File: src/rtl/rgb_pwm_pkg.sv
package rgb_pwm_pkg;
  localparam int unsigned LVL_W_DEF = 8;
  localparam int unsigned N_CH      = 3;
  typedef enum int unsigned {CH_RED = 0, CH_GREEN = 1, CH_BLUE = 2} chan_e;
endpackage

File: src/rtl/rgb_pwm_phase.sv
module rgb_pwm_phase #(
  parameter int unsigned LVL_W = rgb_pwm_pkg::LVL_W_DEF,
  localparam int unsigned CNT_W = LVL_W + 1
) (
  input  logic             clk,
  input  logic             rst,
  output logic [CNT_W-1:0] cnt_q,
  output logic [CNT_W-1:0] cnt_next,
  output logic             wrap
);
  // Period is a power of two, so the increment rolls over by itself.
  assign wrap     = (cnt_q == {CNT_W{1'b1}});
  assign cnt_next = rst ? '0 : cnt_q + CNT_W'(1);

  always_ff @(posedge clk) begin
    cnt_q <= cnt_next;
  end

  a_r2_phase_step: assert property (@(posedge clk) disable iff (rst)
    !wrap |=> (cnt_q == $past(cnt_q) + CNT_W'(1)));
  a_r2_phase_wrap: assert property (@(posedge clk) disable iff (rst)
    wrap |=> (cnt_q == '0));
endmodule

File: src/rtl/rgb_pwm_chan.sv
module rgb_pwm_chan #(
  parameter int unsigned LVL_W = rgb_pwm_pkg::LVL_W_DEF,
  localparam int unsigned CNT_W = LVL_W + 1
) (
  input  logic             clk,
  input  logic             rst,
  input  logic             wrap,
  input  logic [CNT_W-1:0] cnt_q,
  input  logic [CNT_W-1:0] cnt_next,
  input  logic             load,
  input  logic [LVL_W-1:0] load_lvl,
  output logic             pwm
);
  logic [LVL_W-1:0] pend_q, act_q, act_next;
  logic             pwm_q;

  // The running level is one bit narrower than the phase, so the
  // comparison can never be true in the upper half of the period.
  assign act_next = rst ? '0 : (wrap ? pend_q : act_q);

  always_ff @(posedge clk) begin
    if (rst)       pend_q <= '0;
    else if (load) pend_q <= load_lvl;
    act_q <= act_next;
    pwm_q <= ({1'b0, act_next} > cnt_next);
  end

  assign pwm = pwm_q;

  a_r5_zero_dark: assert property (@(posedge clk) disable iff (rst)
    (act_q == '0) |-> !pwm_q);
  a_r7_level_held: assert property (@(posedge clk) disable iff (rst)
    !wrap |=> (act_q == $past(act_q)));
  a_r3_falls_at_level: assert property (@(posedge clk) disable iff (rst)
    ($fell(pwm_q) && cnt_q != '0) |-> (cnt_q == {1'b0, act_q}));
endmodule

File: src/rtl/rgb_pwm_driver.sv
module rgb_pwm_driver #(
  parameter int unsigned LVL_W = rgb_pwm_pkg::LVL_W_DEF
) (
  input  logic             clk,
  input  logic             rst,
  input  logic             lvl_valid,
  output logic             lvl_ready,
  input  logic [LVL_W-1:0] lvl_red,
  input  logic [LVL_W-1:0] lvl_green,
  input  logic [LVL_W-1:0] lvl_blue,
  output logic             led_red,
  output logic             led_green,
  output logic             led_blue
);
  import rgb_pwm_pkg::*;
  localparam int unsigned CNT_W = LVL_W + 1;

  logic [CNT_W-1:0] cnt_q, cnt_next;
  logic             wrap;
  logic             accept;
  logic [LVL_W-1:0] lvl_in [N_CH];
  logic [N_CH-1:0]  pwm_out;

  assign lvl_ready = ~rst;
  assign accept    = lvl_valid & lvl_ready;

  assign lvl_in[CH_RED]   = lvl_red;
  assign lvl_in[CH_GREEN] = lvl_green;
  assign lvl_in[CH_BLUE]  = lvl_blue;

  rgb_pwm_phase #(.LVL_W(LVL_W)) u_phase (
    .clk(clk), .rst(rst), .cnt_q(cnt_q), .cnt_next(cnt_next), .wrap(wrap)
  );

  for (genvar ch = 0; ch < N_CH; ch++) begin : g_chan
    rgb_pwm_chan #(.LVL_W(LVL_W)) u_chan (
      .clk(clk), .rst(rst), .wrap(wrap), .cnt_q(cnt_q),
      .cnt_next(cnt_next), .load(accept), .load_lvl(lvl_in[ch]),
      .pwm(pwm_out[ch])
    );
  end

  assign led_red   = pwm_out[CH_RED];
  assign led_green = pwm_out[CH_GREEN];
  assign led_blue  = pwm_out[CH_BLUE];

  a_r1_reset_dark: assert property (@(posedge clk)
    rst |=> (pwm_out == '0 && cnt_q == '0));
  a_r4_upper_half_dark: assert property (@(posedge clk) disable iff (rst)
    cnt_q[CNT_W-1] |-> (pwm_out == '0));
  a_r2_common_rise: assert property (@(posedge clk) disable iff (rst)
    ($rose(pwm_out[CH_RED]) || $rose(pwm_out[CH_GREEN]) ||
     $rose(pwm_out[CH_BLUE])) |-> (cnt_q == '0));
  a_r7_ready_follows_reset: assert property (@(posedge clk)
    lvl_ready == !rst);
endmodule

File: config.mk
export PLATFORM = sky130hd
export DESIGN_NAME = rgb_pwm_driver
export DESIGN_NICKNAME = d
export VERILOG_FILES = /design/src/rtl/rgb_pwm_pkg.sv /design/src/rtl/rgb_pwm_phase.sv /design/src/rtl/rgb_pwm_chan.sv /design/src/rtl/rgb_pwm_driver.sv
export SDC_FILE = /design/constraint.sdc
export NUM_CORES = 1
export LEC_CHECK = 0
export ABC_AREA = 1
export BUFFER_PORTS_ARGS = -buffer_cell sky130_fd_sc_hd__buf_2
export CORE_AREA = 2 2 101 103
export DETAILED_ROUTE_END_ITERATION = 12
export DIE_AREA = 0 0 103 105
export SYNTH_ARGS = -nofsm -noshare
export SYNTH_HDL_FRONTEND = slang
export SYNTH_HIERARCHICAL = 1
export SYNTH_SLANG_ARGS = --single-unit
File: constraint.sdc
create_clock -name clk -period 2.8 [get_ports clk]
set_clock_uncertainty 0.05 [all_clocks]
set_input_delay 0.84 -clock clk [delete_from_list [all_inputs] [get_ports clk]]
set_output_delay 0.84 -clock clk [all_outputs]
set_load 0.02 [all_outputs]
## After elaboration in Yosys (flattened, before gate mapping)

Cells that the tools add are included.
W data, S select, Z words.

- Multiply operators: 0
- $add $sub $neg: 1
- Muxes and demuxes: 7
- Reductions and logical operators: 0
- Bitwise logic cells: 2
- Equal/unequal tests: 1
- Shift operators: 0
- Magnitude comparators: 3
- Divide/modulo/power cells: 0

Operators by type and width:

| kind | count |
|---|---|
| $mux W8 | 6 |
| $gt A8 B9 Y1 | 3 |
| $add A9 B1 Y9 const B | 1 |
| $eq A9 B9 Y1 const B | 1 |
| $mux W9 | 1 |
| $and A1 B1 Y1 | 1 |
| $not A1 Y1 | 1 |

- Latch bits: 0
- Memories kept: 0
- Bits in writable memories: 0
- Memory bits (read-only): 0
- Bits in registers: 60
- Input port bits: 27

## Logic depth before layout (Yosys ltp)

Gate-level depths: netlist (run 1).

- Word-level depth: 4
- Gate-level depth with buffers: 16
- Gate-level depth less buffers: 16

## Hierarchy

The synthesis (run 1) kept the hierarchy.

By module, submodules not included:

| module | times used | cells each | area an instance (µm²) | sequential area each (µm²) |
|---|---|---|---|---|
| rgb_pwm_chan | 3 | 116 | 819.5 | 340.3 |
| rgb_pwm_phase | 1 | 53 | 377.9 | 180.2 |
| rgb_pwm_driver | 1 | 3 | 13.8 | 0.0 |

## Worst setup path after synthesis (run 1)

No wires, ideal clock.

- Kind: reg-to-reg
- Start point: register u_phase.cnt_q[0]
- End point: register g_chan[0].u_chan.pwm_q
- Data required time: 2637 ps
- Cell stages (with the launch flop): 16
- Path slack: 293 ps
- Data arrival time: 2344 ps
- Cell sequence: dfxtp_1 -> ha_1 -> nand2_1 -> inv_1 -> nand2_1 -> nor2_1 -> ha_1 -> inv_2 -> nor2_1 -> nor2_1 -> ha_1 -> nand2_1 -> nor2_2 -> nand3_1 -> nor2_1 -> nor2_1

- Longest elaborated chain between the ends: 4
- Elaborated cells between the ends (all ways): 6

RTL lines:

| element | RTL line | text |
|---|---|---|
| start, declared | rgb_pwm_phase.sv:7 | `output logic [CNT_W-1:0] cnt_q,` |
| start signal, assigned | rgb_pwm_phase.sv:16 | `cnt_q <= cnt_next;` |
| $eq A9 B9 Y1 | rgb_pwm_phase.sv:12 | `assign wrap = (cnt_q == {CNT_W{1'b1}});` |
| via wrap | rgb_pwm_driver.sv:19 | `logic wrap;` |
| $mux W8 (2 in a row) | rgb_pwm_chan.sv:19 | `assign act_next = rst ? '0 : (wrap ? pend_q : act_q);` |
| via g_chan[0].u_chan.act_next[6] | rgb_pwm_chan.sv:14 | `logic [LVL_W-1:0] pend_q, act_q, act_next;` |
| $gt A8 B9 Y1 | rgb_pwm_chan.sv:25 | `pwm_q <= ({1'b0, act_next} > cnt_next);` |
| end signal, assigned | rgb_pwm_chan.sv:25 |  |
| end, declared | rgb_pwm_chan.sv:15 | `logic pwm_q;` |

The timed path passes the listed nets, and every way through them passes these cells.
A chain may end at the register's enable or synchronous reset.

## Worst setup path in the final report (run 1)

- Start point: register u_phase.cnt_q[0]
- End point: register g_chan[2].u_chan.pwm_q

- Longest elaborated chain between the ends: 4
- Elaborated cells between the ends (all ways): 6

RTL lines:

| element | RTL line |
|---|---|
| $eq A9 B9 Y1 | rgb_pwm_phase.sv:12 |
| via wrap | rgb_pwm_driver.sv:19 |
| $mux W8 (2 in a row) | rgb_pwm_chan.sv:19 |
| via g_chan[2].u_chan.act_next[5] | rgb_pwm_chan.sv:14 |
| $gt A8 B9 Y1 | rgb_pwm_chan.sv:25 |
| end signal, assigned | rgb_pwm_chan.sv:25 |
| end, declared | rgb_pwm_chan.sv:15 |

The timed path passes the listed nets, and every way through them passes these cells.

==> results of run 1 <==
==> sequential cells by signal (all words and copies together), names as in the netlist <==
register	flops
u_phase/cnt_q	9
g_chan.u_chan/pwm	3
g_chan.u_chan/pend_q	24
g_chan.u_chan/act_q	24
==> cells in the final DEF, fill, tap and decap left out <==
master,n
nor2_1,120
dfxtp_1,59
inv_1,58
nand2_1,51
o21ai_0,47
buf_2,30
ha_1,26
nand3_1,18
clkbuf_8,11
nor2_2,9
buf_4,7
inv_2,6
clkinvlp_4,3
nor3_2,3
a21oi_1,3
clkinv_4,1
clkinv_2,1
buf_6,1
dfxtp_2,1
==> metrics by stage <==
stage / util (%) / instances / hold WS, ns / worst slack, ns
3_3_place_gp: 33.09 / 569 / 0.4255 / 0.09880
5_1_grt: 35.32 / 588 / 0.4666 / 0.01780
6_report: 35.32 / 588 / 0.4480 / 0.2840
3_5_place_dp: 33.09 / 569 / 0.4368 / 0.1002
4_1_cts: 35.03 / 585 / 0.4495 / 0.2235
2_1_floorplan: - / 404 / 0.4135 / 0.2932
==> routing by layer <==
metal / up-vias / routed length (um) / part of all wire, %
met1: 1121 / 2968 / 48
li1: 1347 / - / -
met2: 34 / 2838 / 46
met3: 12 / 228 / 3.7
met5: - / 0 / 0
met4: 0 / 104 / 1.7
==> synthesized netlist by cell type <==
| cell type | n |
|---|---|
| a21oi_1 | 3 |
| nor2_2 | 9 |
| dfxtp_1 | 60 |
| inv_2 | 6 |
| nand2_1 | 51 |
| inv_1 | 58 |
| nor3_2 | 3 |
| buf_2 | 3 |
| ha_1 | 26 |
| nand3_1 | 18 |
| o21ai_0 | 47 |
| nor2_1 | 120 |
==> cell type report <==
type | instances | area, sq um | area share (%)
timing repair buffer | 38 | 214.0 | 6.284
clock buffer | 11 | 151.4 | 4.447
multi-input combinational | 277 | 1394 | 40.94
tap | 133 | 166.4 | 4.888
sequential | 60 | 1202 | 35.32
clock inverter | 5 | 36.28 | 1.066
inverter | 64 | 240.2 | 7.056
==> worst paths after layout <==
| check | startpoint | end | slack (ns) |
|---|---|---|---|
| max | u_phase/cnt_q[0]$_DFF_P_ | g_chan[2].u_chan/pwm$_DFF_P_ | 0.28 |
| min | g_chan[1].u_chan/act_q[0]$_DFF_P_ | g_chan[1].u_chan/act_q[0]$_DFF_P_ | 0.45 |
| max reg2reg | u_phase/cnt_q[0]$_DFF_P_ | g_chan[2].u_chan/pwm$_DFF_P_ | 0.28 |
| min reg2reg | g_chan[1].u_chan/act_q[0]$_DFF_P_ | g_chan[1].u_chan/act_q[0]$_DFF_P_ | 0.45 |
==> worst max-delay path, stage by stage, from the launching register on <==
cell and delay, ns:
dfxtp_2 0.36, ha_1 0.18, nand2_1 0.08, inv_1 0.08, nand2_1 0.07, nor2_1 0.12
ha_1 0.20, buf_6 0.17, buf_4 0.14, o21ai_0 0.07, nor2_1 0.16, ha_1 0.25
nand2_1 0.10, inv_1 0.05, nand3_1 0.08, nand3_1 0.07, nor2_1 0.11, nor2_1 0.05
==> timing repair <==
action	CTS	global route
setup buffers	0	3
endpoints found under the setup margin	0	2
hold endpoints to repair	0	0
hold buffers	0	0
resized for setup	0	2
==> logic make-up after synthesis <==
logic type,Yosys count,share of synthesized area (%)
buf+inv,67,8.955
flops,60,42.14
simple gates,201,28.71
fa+ha+maj,26,11.41
compound gates,50,8.780
==> power breakdown <==
group	total (mW)	switching, mW	internal (mW)
combinational	0.135	0.0826	0.0519
clock	0.725	0.356	0.369
sequential	0.903	0.0161	0.887
total	1.76	0.455	1.31
==> flow_summary.toml, run 1 <==
[run_status]
outcome = "finished clean"

[synthesis]
synthTopCellsByArea = "dfxtp_1 (42%), nor2_1 (16%), ha_1 (11%)"
synth_nets = 457
seq_area_frac_synth_pct = 42.14
syn_inst = 404
netlist.area_leader.share_pct = 42.14
synth_warnings = 6
netlist_area_sq_um = 2850
syn-mean-instance-area_sq_um = 7.055
synthDistinctLibCells = 12
synth_largest_area_cell = "dfxtp_1"
synth_seq_cells = 60

[timing]
slew_headroom_pct = 64.19
tns_ns = 0
finalHoldViolations = 0
setup_viol = 0
tightest_slew_ns = 0.5352
timing.final.max_slew_violations = 0
finalCritPeriodShare_pct = 89.86
rsz0062_at_grt = "false"
fmax_mhz = 397.5
period_minus_slack_ns = 2.516

[floorplan]
initial_core_util_pct = 29.57
core_sq_um = 9639
rows = 36
ioPinCount = 31
die_area_sq_um = 10820
die_h_um = 105
die_x_um = 103

[placement]
placed_area_sq_um = 3189
io_buffers = 30
routabilityCongestion = 0.7577
detailed_place_hpwl_um = 4493

[power_and_ir_drop]
p_per_area_nw_per_um2 = 517.6
p_total_mw = 1.762
peakVddDrop_uv = 160.1
leakagePower_nw = 1.675

[drt]
viasPerCell = 4.276
drt_iter0_drc = 97
ant_nets = 0
drc = 0
routed_wl_um = 6138
dr.pass1.iters = 4
num_vias = 2514
wl_per_cell_um = 10.44

[worst_hold_path]
whs_path_depth = 2
hold_class = "reg2reg"

[setup_path]
end_kind = "register"
r2r_cells = 17
required_ns = 2.97
crit_type = "reg2reg"
cp_max_fo = 15
cp_data_arrival_time_ns = 2.69
start_kind = "register"

[finish]
n_antenna_cell = 0
fin_nets = 503
design_area_sq_um = 3405
areaGrowthSynthToFinish_pct = 19.45
drive_gt1_share_pct = 16.04
n_fill_cell = 1039

[grt]
grt_usage_pct = 12.38
grt_pass1_vias = 2449
grt-ovfl-total = 0
met3_usage_pct = 4.281
grt_first_pass_wirelength_um = 10580
gr-max-usage-layer = "met2"
grt_antenna_before_repair = 0
use_met2_pct = 20.50
grt_max_degree = 17
grtUsageMet1_pct = 14.64

[cts]
cts_tree = "done"
cts.sinks = 60
clk_pin_slew_ns = 0.07
htree_levels = 3
numCtsBuffers = 9
clk_latency_ns = 0.34
cts_root_buf = "clkbuf_8"
clock_path_buffers = 2

[flow_run]
maxCapViolations = 0
No activity file was read; power rests on OpenSTA's default activity.
==> run 2, diff against run 1 <==
Clock period 2.8 ns to 2 ns, I/O delays scaled along.
==> run 2 against run 1 <==
Global-route usage rose by 0.86 points. Maximum frequency rose by 13%. Non-clock buffer count increased by 39. Critical path type unchanged. Clock power is 53% higher. Cell area is 14% higher. The flow now finishes with violations (negative setup slack). Register-to-register slack got worse by 0.51 ns.
==> flow_summary.toml, run 2 (synthesis gave the netlist of run 1 again) <==
[run_status]
outcome = "finished with violations"
violations = "negative setup slack"

[power_and_ir_drop]
p_per_area_nw_per_um2 = 672.2
leakagePower_nw = 1.924
peakVddDrop_uv = 347.2
p_total_mw = 2.619

[placement]
detailed_place_hpwl_um = 4893
io_buffers = 30
routabilityCongestion = 0.8035

[floorplan]
die_h_um = 105
rows = 36
die_area_sq_um = 10820
die_x_um = 103
initial_core_util_pct = 29.57
ioPinCount = 31
core_sq_um = 9639

[grt]
grt_first_pass_wirelength_um = 11390
grt_antenna_before_repair = 0
grt-ovfl-total = 0
grt_max_degree = 14
grt_pass1_vias = 2618
grt_usage_pct = 13.24

[drt]
dr.pass1.iters = 4
viasPerCell = 4.250
drc = 0
ant_nets = 0
num_vias = 2665
wl_per_cell_um = 10.49
drt_iter0_drc = 68
routed_wl_um = 6577

[timing]
finalHoldViolations = 0
setup_viol = 3
setup_slack_ns = -0.2259
tightest_slew_ns = 0.5612
tns_ns = -0.5895
slew_headroom_pct = 62.45
finalCritPeriodShare_pct = 111.3
period_minus_slack_ns = 2.226
fmax_mhz = 449.3
rsz0062_at_grt = "true"
timing.final.max_slew_violations = 0

[finish]
layout_commonest_cell = "nor2_1"
fin_nets = 542
seq_area_sq_um = 1204
top_regs = "g_chan.u_chan/act_q: 24 flops, g_chan.u_chan/pend_q: 24 flops, u_phase/cnt_q: 9 flops"
n_fill_cell = 1024
drive_gt1_share_pct = 29.35
areaGrowthSynthToFinish_pct = 36.70
multi_input_area_sq_um = 1546
final_cell_mix = "nor2_1 (102), dfxtp_1 (58), inv_1 (56)"
n_antenna_cell = 0

[flow_run]
maxCapViolations = 0

[cts]
clk_latency_ns = 0.35
postCtsHoldBufs = 0
clk_pin_slew_ns = 0.07
clock_path_buffers = 2
cts_root_buf = "clkbuf_8"
cts.sinks = 60
htree_levels = 3
numCtsBuffers = 9
cts_tree = "done"

[setup_path]
cp_data_arrival_time_ns = 2.42
start_kind = "register"
required_ns = 2.20
crit_type = "reg2reg"
cp_max_fo = 5
end_kind = "register"

[worst_hold_path]
hold_class = "in2reg"
==> run 2: cell types whose count changed in the layout (fill, tap and decap cells not counted), moves of 5 or more <==
cell | previous run | this run
nand2_1 | 51 | 46
o21ai_1 | 0 | 9
nor2_4 | 0 | 8
nor2_2 | 9 | 19
buf_4 | 7 | 42
o21ai_0 | 47 | 36
nor2_1 | 120 | 102
==> run 2: worst max-delay path, cell delays in order (launching register included) <==
cell and delay (ns):
dfxtp_2 0.35, ha_4 0.15, nand2_4 0.06, inv_4 0.06
nand2_4 0.05, nor2_4 0.09, ha_4 0.19, buf_6 0.14
buf_4 0.11, buf_4 0.09, nor2_2 0.03, nor3_2 0.19
inv_2 0.05, ha_2 0.32, nand3_2 0.06, nor2_1 0.08
nor2_1 0.05
==> run 2: metrics by stage <==
step | setup WS (ns) | instances | util, % | cell area (sq um) | hold slack (ns)
final | -0.2259 | 627 | 40.42 | 3896 | 0.4178
after global routing | -0.3639 | 627 | 40.42 | 3896 | 0.4106
after floorplan | -0.1151 | 404 | - | 2898 | 0.4121
after global placement | -0.2737 | 603 | 36.36 | 3505 | 0.4284
after CTS | -0.1912 | 626 | 39.64 | 3821 | 0.4126
after detailed placement | -0.3472 | 603 | 36.36 | 3505 | 0.4353
==> run 2: cell type report <==
cell class	instances	share of cell area [%]
multi-input cells	277	39.69
flip-flops and latches	60	30.89
repair buffers	77	13.55
inverters	64	6.487
well taps	133	4.271
clock buffers	9	3.179
clock inverters	7	1.927
==> run 2: where the power goes <==
group	total [mW]	internal (mW)	switching, mW
registers	1.27	1.24	0.0260
clock network	1.11	0.583	0.529
logic	0.239	0.113	0.127
total	2.62	1.94	0.682
==> run 2: path summary, 6_finish.rpt <==
check / slack (ns) / start / endpoint / cells after the start
min reg2reg: 0.45 / g_chan[1].u_chan/act_q[0]$_DFF_P_ / g_chan[1].u_chan/act_q[0]$_DFF_P_ / 2
max: -0.23 / u_phase/cnt_q[0]$_DFF_P_ / g_chan[0].u_chan/pwm$_DFF_P_ / 16
min: 0.42 / lvl_red[3] / g_chan[0].u_chan/pend_q[3]$_SDFFE_PP0P_ / 3
max reg2reg: -0.23 / u_phase/cnt_q[0]$_DFF_P_ / g_chan[0].u_chan/pwm$_DFF_P_ / 16
==> run 2: timing repair <==
item,in CTS,in global routing
gates cloned,1,0
gates resized for setup,24,28
pin swaps,25,10
buffers inserted,6,1
endpoints found under the setup margin,3,3
==> run 2: layer usage <==
metal | up-vias | track usage (%) | routed length [um]
met4 | 0 | 3.383 | 72
met1 | 1203 | 16.97 | 3149
li1 | 1429 | - | -
met5 | - | 0 | 0
met2 | 26 | 21.06 | 3116
met3 | 7 | 4.615 | 238
